### config.mk
export PLATFORM = sky130hd
export DESIGN_NAME = irq_daisy_chain
export DESIGN_NICKNAME = d
export VERILOG_FILES = /design/src/rtl/irq_chain_pkg.sv /design/src/rtl/irq_slice.sv /design/src/rtl/irq_vec_enc.sv /design/src/rtl/irq_daisy_chain.sv
export SDC_FILE = /design/constraint.sdc
export NUM_CORES = 1
export LEC_CHECK = 0
export BUFFER_PORTS_ARGS = -buffer_cell sky130_fd_sc_hd__buf_2
export CORE_AREA = 10 10 47 49
export DETAILED_ROUTE_END_ITERATION = 10
export DIE_AREA = 0 0 57 59
export GPL_TIMING_DRIVEN = 1
export PLACE_DENSITY = 0.69
export SLEW_MARGIN = 20
export SYNTH_ARGS = -nofsm -noshare
export SYNTH_HDL_FRONTEND = slang
export SYNTH_SLANG_ARGS = --single-unit
export TNS_END_PERCENT = 30
### constraint.sdc
create_clock -name clk -period 2 [get_ports clk]
set_input_delay 0.3 -clock clk [delete_from_list [all_inputs] [get_ports clk]]
set_output_delay 0.3 -clock clk [all_outputs]
set_load 0.02 [all_outputs]
### src/rtl/irq_chain_pkg.sv
package irq_chain_pkg;

    // Register state of one chain slice
    typedef struct packed {
        logic pend;      // request not yet served
        logic ack_prev;  // acknowledge input of the previous cycle
        logic take;      // this slice kept the current pulse
    } slice_state_t;

    // Register state of the top level
    typedef struct packed {
        logic irq;
        logic ack_prev;
        logic spur;
    } top_state_t;

endpackage

### src/rtl/irq_slice.sv
module irq_slice
    import irq_chain_pkg::*;
(
    input  logic clk,
    input  logic rst_n,
    input  logic raise_i,
    input  logic ack_i,
    output logic ack_o,
    output logic grant_o,
    output logic pend_o
);

    slice_state_t st_d, st_q;
    logic         rise;
    logic         keep;

    always_comb begin
        st_d  = st_q;
        rise  = ack_i & ~st_q.ack_prev;
        // The decision is made at the rising edge and then latched for the rest of the pulse
        keep  = rise ? st_q.pend : st_q.take;
        grant_o = ack_i & keep;
        ack_o   = ack_i & ~keep;

        st_d.ack_prev = ack_i;
        st_d.take     = ack_i & keep;
        if (rise && st_q.pend)
            st_d.pend = 1'b0;
        if (raise_i)
            st_d.pend = 1'b1;
    end

    always_ff @(posedge clk) begin
        if (!rst_n)
            st_q <= '0;
        else
            st_q <= st_d;
    end

    assign pend_o = st_q.pend;

    // a slice never forwards an acknowledge it has taken
    p_no_pass_when_taken_r4: assert property (@(posedge clk) disable iff (!rst_n)
        grant_o |-> !ack_o);

    // nothing leaves a slice that did not enter it
    p_no_ack_from_nowhere_r4: assert property (@(posedge clk) disable iff (!rst_n)
        ack_o |-> ack_i);

    // the taker withdraws its request at the rising edge
    p_withdraw_r7: assert property (@(posedge clk) disable iff (!rst_n)
        (ack_i && !st_q.ack_prev && st_q.pend && !raise_i) |=> !pend_o);

    // once a pulse has been passed on, it stays passed on
    p_late_wait_r8: assert property (@(posedge clk) disable iff (!rst_n)
        (ack_i && st_q.ack_prev && !st_q.take) |-> ack_o);

endmodule

### src/rtl/irq_vec_enc.sv
module irq_vec_enc #(
    parameter int N = 4,
    parameter int W = $clog2(N + 1)
) (
    input  logic [N-1:0] grant_i,
    output logic [W-1:0] vec_o,
    output logic         any_o
);

    always_comb begin
        vec_o = '1;
        any_o = 1'b0;
        for (int i = N - 1; i >= 0; i--) begin
            if (grant_i[i]) begin
                vec_o = W'(i);
                any_o = 1'b1;
            end
        end
    end

endmodule

### src/rtl/irq_daisy_chain.sv
module irq_daisy_chain
    import irq_chain_pkg::*;
#(
    parameter int N = 4,
    localparam int W = $clog2(N + 1)
) (
    input  logic         clk,
    input  logic         rst_n,
    input  logic [N-1:0] dev_raise_i,
    input  logic         cpu_ack_i,
    output logic         irq_o,
    output logic [W-1:0] vec_o,
    output logic         spurious_o,
    output logic         chain_ack_o
);

    logic [N:0]   ack_chain;
    logic [N-1:0] grant;
    logic [N-1:0] pend;
    logic         any_grant;
    top_state_t   st_d, st_q;

    assign ack_chain[0] = cpu_ack_i;

    for (genvar g = 0; g < N; g++) begin : g_slice
        irq_slice u_slice (
            .clk     (clk),
            .rst_n   (rst_n),
            .raise_i (dev_raise_i[g]),
            .ack_i   (ack_chain[g]),
            .ack_o   (ack_chain[g+1]),
            .grant_o (grant[g]),
            .pend_o  (pend[g])
        );
    end

    irq_vec_enc #(.N(N), .W(W)) u_enc (
        .grant_i (grant),
        .vec_o   (vec_o),
        .any_o   (any_grant)
    );

    always_comb begin
        st_d          = st_q;
        st_d.irq      = |pend;
        st_d.ack_prev = cpu_ack_i;
        if (cpu_ack_i && !st_q.ack_prev)
            st_d.spur = ~any_grant;
    end

    always_ff @(posedge clk) begin
        if (!rst_n)
            st_q <= '0;
        else
            st_q <= st_d;
    end

    assign irq_o       = st_q.irq;
    assign spurious_o  = st_q.spur;
    assign chain_ack_o = ack_chain[N];

    // at most one slice holds the acknowledge
    p_single_grant_r3: assert property (@(posedge clk) disable iff (!rst_n)
        $onehot0(grant));

    // a pending request is visible on the request line one cycle later
    p_irq_follows_r1: assert property (@(posedge clk) disable iff (!rst_n)
        (|pend) |=> irq_o);

    // the vector holds steady through a held acknowledge
    p_vec_stable_r5: assert property (@(posedge clk) disable iff (!rst_n)
        (cpu_ack_i && $past(cpu_ack_i) && st_q.ack_prev) |-> $stable(vec_o));

    // a spurious pulse runs off the end of the chain
    p_spur_passes_r6: assert property (@(posedge clk) disable iff (!rst_n)
        (cpu_ack_i && st_q.ack_prev && spurious_o) |-> chain_ack_o);

    // the chain tail and a valid vector exclude each other
    p_tail_vs_vec_r4: assert property (@(posedge clk) disable iff (!rst_n)
        chain_ack_o |-> (vec_o == '1));

endmodule

==> results.rst <==
.. list-table::
   :header-rows: 1

   * - Metric
     - Value
   * - Status
     - completed
   * - Layout cell share with drive strength beyond 1
     - 34.57%
   * - Cell area after synthesis
     - 605.6 sq um
   * - Syn Inst Count
     - 61
   * - Startpoint-to-endpoint class of the critical path
     - reg -> out
   * - Post-synth top flop
     - sky130_fd_sc_hd__dfxtp_1
   * - Via density per instance
     - 5.155
   * - Depth of the worst hold-timing path
     - 3
   * - Initial DRC count
     - 2
   * - Diodes inserted
     - 0
   * - Register bit total from synthesis
     - 14
   * - Number of global-route vias before repair
     - 476
   * - Placeable core region
     - 1401 sq um
   * - Number of max-cap violations
     - 0
   * - First-pass GRT wire length
     - 2166 um
   * - Maximum level of the CTS H-tree
     - 1
   * - Tcrit/Tclk final
     - 96.75%
   * - Row count
     - 14
   * - Router iterations before antenna repair
     - 3
   * - Yosys top cell area share
     - 46.28%
   * - Number of ports placed on the die boundary
     - 13
   * - Total power divided by cell area
     - 755.8 nW/um^2
   * - Endpoint arrival time on the critical path
     - 1.64 ns
   * - Number of routed nets with antenna violations
     - 0
   * - Tot GR Track Use
     - 8.007%
   * - Classification of the worst-slack hold path
     - in -> reg
   * - DRC viols
     - 0
   * - Worst clock skew
     - 0.007005 ns
   * - Final number of setup-violating endpoints
     - 0
   * - Unique cell type count in the Yosys netlist
     - 24
   * - Final Hold Vio Count
     - 0
   * - Area growth from synthesis to layout
     - 27.69%
   * - Synth async-reset ratio
     - 0%
   * - Minimum clock period
     - 1.935 ns
   * - Post-Syn Nets
     - 68
   * - Placer congestion estimate
     - 0.7893
   * - Maximum resistive drop on vdd
     - 0.0003650 V
   * - CTS clk-pin slew, worst paths
     - 0.09 ns
   * - Startpoint type of the worst setup path
     - register
   * - Via count of the routed design
     - 500
   * - Leakage power total
     - 0.3505 nW
   * - Fill cell instance count of the final layout
     - 134
   * - CTS buffer count
     - 3
   * - Starting Density
     - 43.21%
   * - Pin count of the biggest net entering global routing
     - 10
   * - Master cell of the clock root buffer
     - sky130_fd_sc_hd__clkbuf_4
   * - CP Max Fanout
     - 5
   * - Nets
     - 90
   * - Synth area leaders
     - sky130_fd_sc_hd__dfxtp_1 (46%), sky130_fd_sc_hd__mux2i_1 (6.6%), sky130_fd_sc_hd__nor2b_1 (6.2%)
   * - Relative slew slack
     - 82.22%
   * - Number of antenna violations at the first check in global routing
     - 0
   * - Cell with the most instances after synthesis
     - sky130_fd_sc_hd__dfxtp_1
   * - Peak Freq
     - 0.5168 GHz
   * - Sequential cell area fraction in the yosys report
     - 46.28%
   * - CTS tree
     - done
   * - Port Buffer Count
     - 12
   * - Type of destination of the critical path
     - output pin
   * - Number of max-slew violations in the final report
     - 0
   * - Total half-perimeter wirelength after legalization and detailed placement
     - 956.9 um
   * - End-of-flow core utilization
     - 55.18%
   * - Clk Latency, worst-skew pair
     - 0.29 ns
   * - Power, Total
     - 0.5844 mW
   * - Hold-fix buffers at CTS
     - 0
   * - Number of warnings issued by yosys
     - 0
   * - Post-synth top area cell
     - sky130_fd_sc_hd__dfxtp_1
   * - Floorplan die area
     - 3363 sq um
   * - Drt total wl
     - 1313 um
   * - Max Buffers Root-to-Sink
     - 2
   * - Required time at the worst-slack endpoint
     - 1.70 ns
   * - Overall die width
     - 57 um
   * - Slew of the pin with the lowest slew margin
     - 0.2663 ns
   * - Worst Reg-to-Reg Cells
     - 6
   * - Remaining Overflow, GRT
     - 0
   * - Synthesized area divided by synthesized cell count
     - 9.928 sq um
   * - Commonest cells post-synth
     - sky130_fd_sc_hd__dfxtp_1 (14), sky130_fd_sc_hd__nand2_1 (7), sky130_fd_sc_hd__a21oi_1 (6), sky130_fd_sc_hd__nor2b_1 (6), sky130_fd_sc_hd__mux2i_1 (4)
   * - Height of the die
     - 59 um
   * - Average detailed-routed wire length per instance
     - 13.54 um
   * - Number of synthesized flops with an enable pin
     - 0
   * - Clk sink count
     - 14
==> metrics by stage <==
stage	setup slack, ns	area, sq um	hold slack, ns	setup TNS, ns	instances
after floorplan	0.2751	605.6	0.4282	0	61
after global placement	0.2859	693.2	0.4958	0	90
after detailed placement	0.2685	693.2	0.5146	0	90
after CTS	0.007300	729.5	0.2455	0	93
after global routing	-0.01445	773.2	0.2609	-0.01445	97
final	0.06494	773.2	0.2424	0	97
==> state kept, by name, indices dropped and copies added, names as in the netlist <==
register                count
irq_o                       1
spurious_o                  1
g_slice.u_slice.st_q        8
g_slice.u_slice.pend_o      4
==> layer usage <==
metal,up-vias,track usage (%),part of all wire (%)
li1,258,-,-
met5,-,0,0
met2,14,11.16,43
met4,0,5.034,1.5
met1,226,9.927,48
met3,2,3.219,7.5
==> worst max-delay path: stages (launching register included) <==
cell                       delay, ns
sky130_fd_sc_hd__dfxtp_2        0.37
sky130_fd_sc_hd__nand2b_4       0.16
sky130_fd_sc_hd__mux2i_4        0.29
sky130_fd_sc_hd__and4_1         0.25
sky130_fd_sc_hd__and2_1         0.12
sky130_fd_sc_hd__buf_2          0.15
==> final timing paths <==
check                               endpoint  slack (ns)                       start
hold / removal     g_slice[1].u_slice.pend_o        0.24              dev_raise_i[1]
setup reg to reg  g_slice[3].u_slice.st_q[0]        0.21   g_slice[0].u_slice.pend_o
hold reg to reg                   spurious_o        0.52                  spurious_o
setup / recovery                 chain_ack_o        0.06  g_slice[0].u_slice.st_q[1]
==> placed cells by master (no fill, tap or decap), drive strengths merged <==
cell,Yosys,final
o41a,1,1
and3b,1,1
a21oi,6,6
inv,2,2
nor2b,6,6
buf,0,17
o21ai,2,2
and4,1,1
and2b,1,1
nand3,2,2
or4,1,1
or4b,1,1
dfxtp,14,14
nand2b,1,1
mux2i,6,6
clkbuf,0,3
nor2,2,2
nand4,2,2
nor3,1,1
a21bo,1,1
and2,2,2
nand2,8,8
==> area by class of cell <==
| class | count | area [sq um] | share of cell area [%] |
|---|---|---|---|
| multi-input cells | 45 | 344.1 | 44.50 |
| flip-flops and latches | 14 | 281.5 | 36.41 |
| repair buffers | 17 | 97.59 | 12.62 |
| clock buffers | 3 | 22.52 | 2.913 |
| well taps | 16 | 20.02 | 2.589 |
| inverters | 2 | 7.507 | 0.9709 |
==> power breakdown <==
group / internal, mW / switching [mW]
clock: 0.0700 / 0.0931
combinational: 0.0535 / 0.0590
sequential: 0.295 / 0.0133
total: 0.419 / 0.165
==> what timing repair did <==
item / 4_1_cts / 5_1_grt
setup buffers: 0 / 4
pin swaps: 0 / 1
resized for setup: 2 / 3
setup endpoints to repair: 1 / 3
==> cells by family (layout without fill, tap and decap cells) <==
group                  count (synthesis)  count (layout)  share of synthesized area, %
AND/OR/NAND/NOR                       29              29                         28.72
flip-flops                            14              14                         46.28
AO/OA/AOI/OAI                         10              10                         11.16
multiplexers                           6               6                         12.60
buffers and inverters                  2              22                         1.240
No activity file was read; power rests on OpenSTA's default activity.
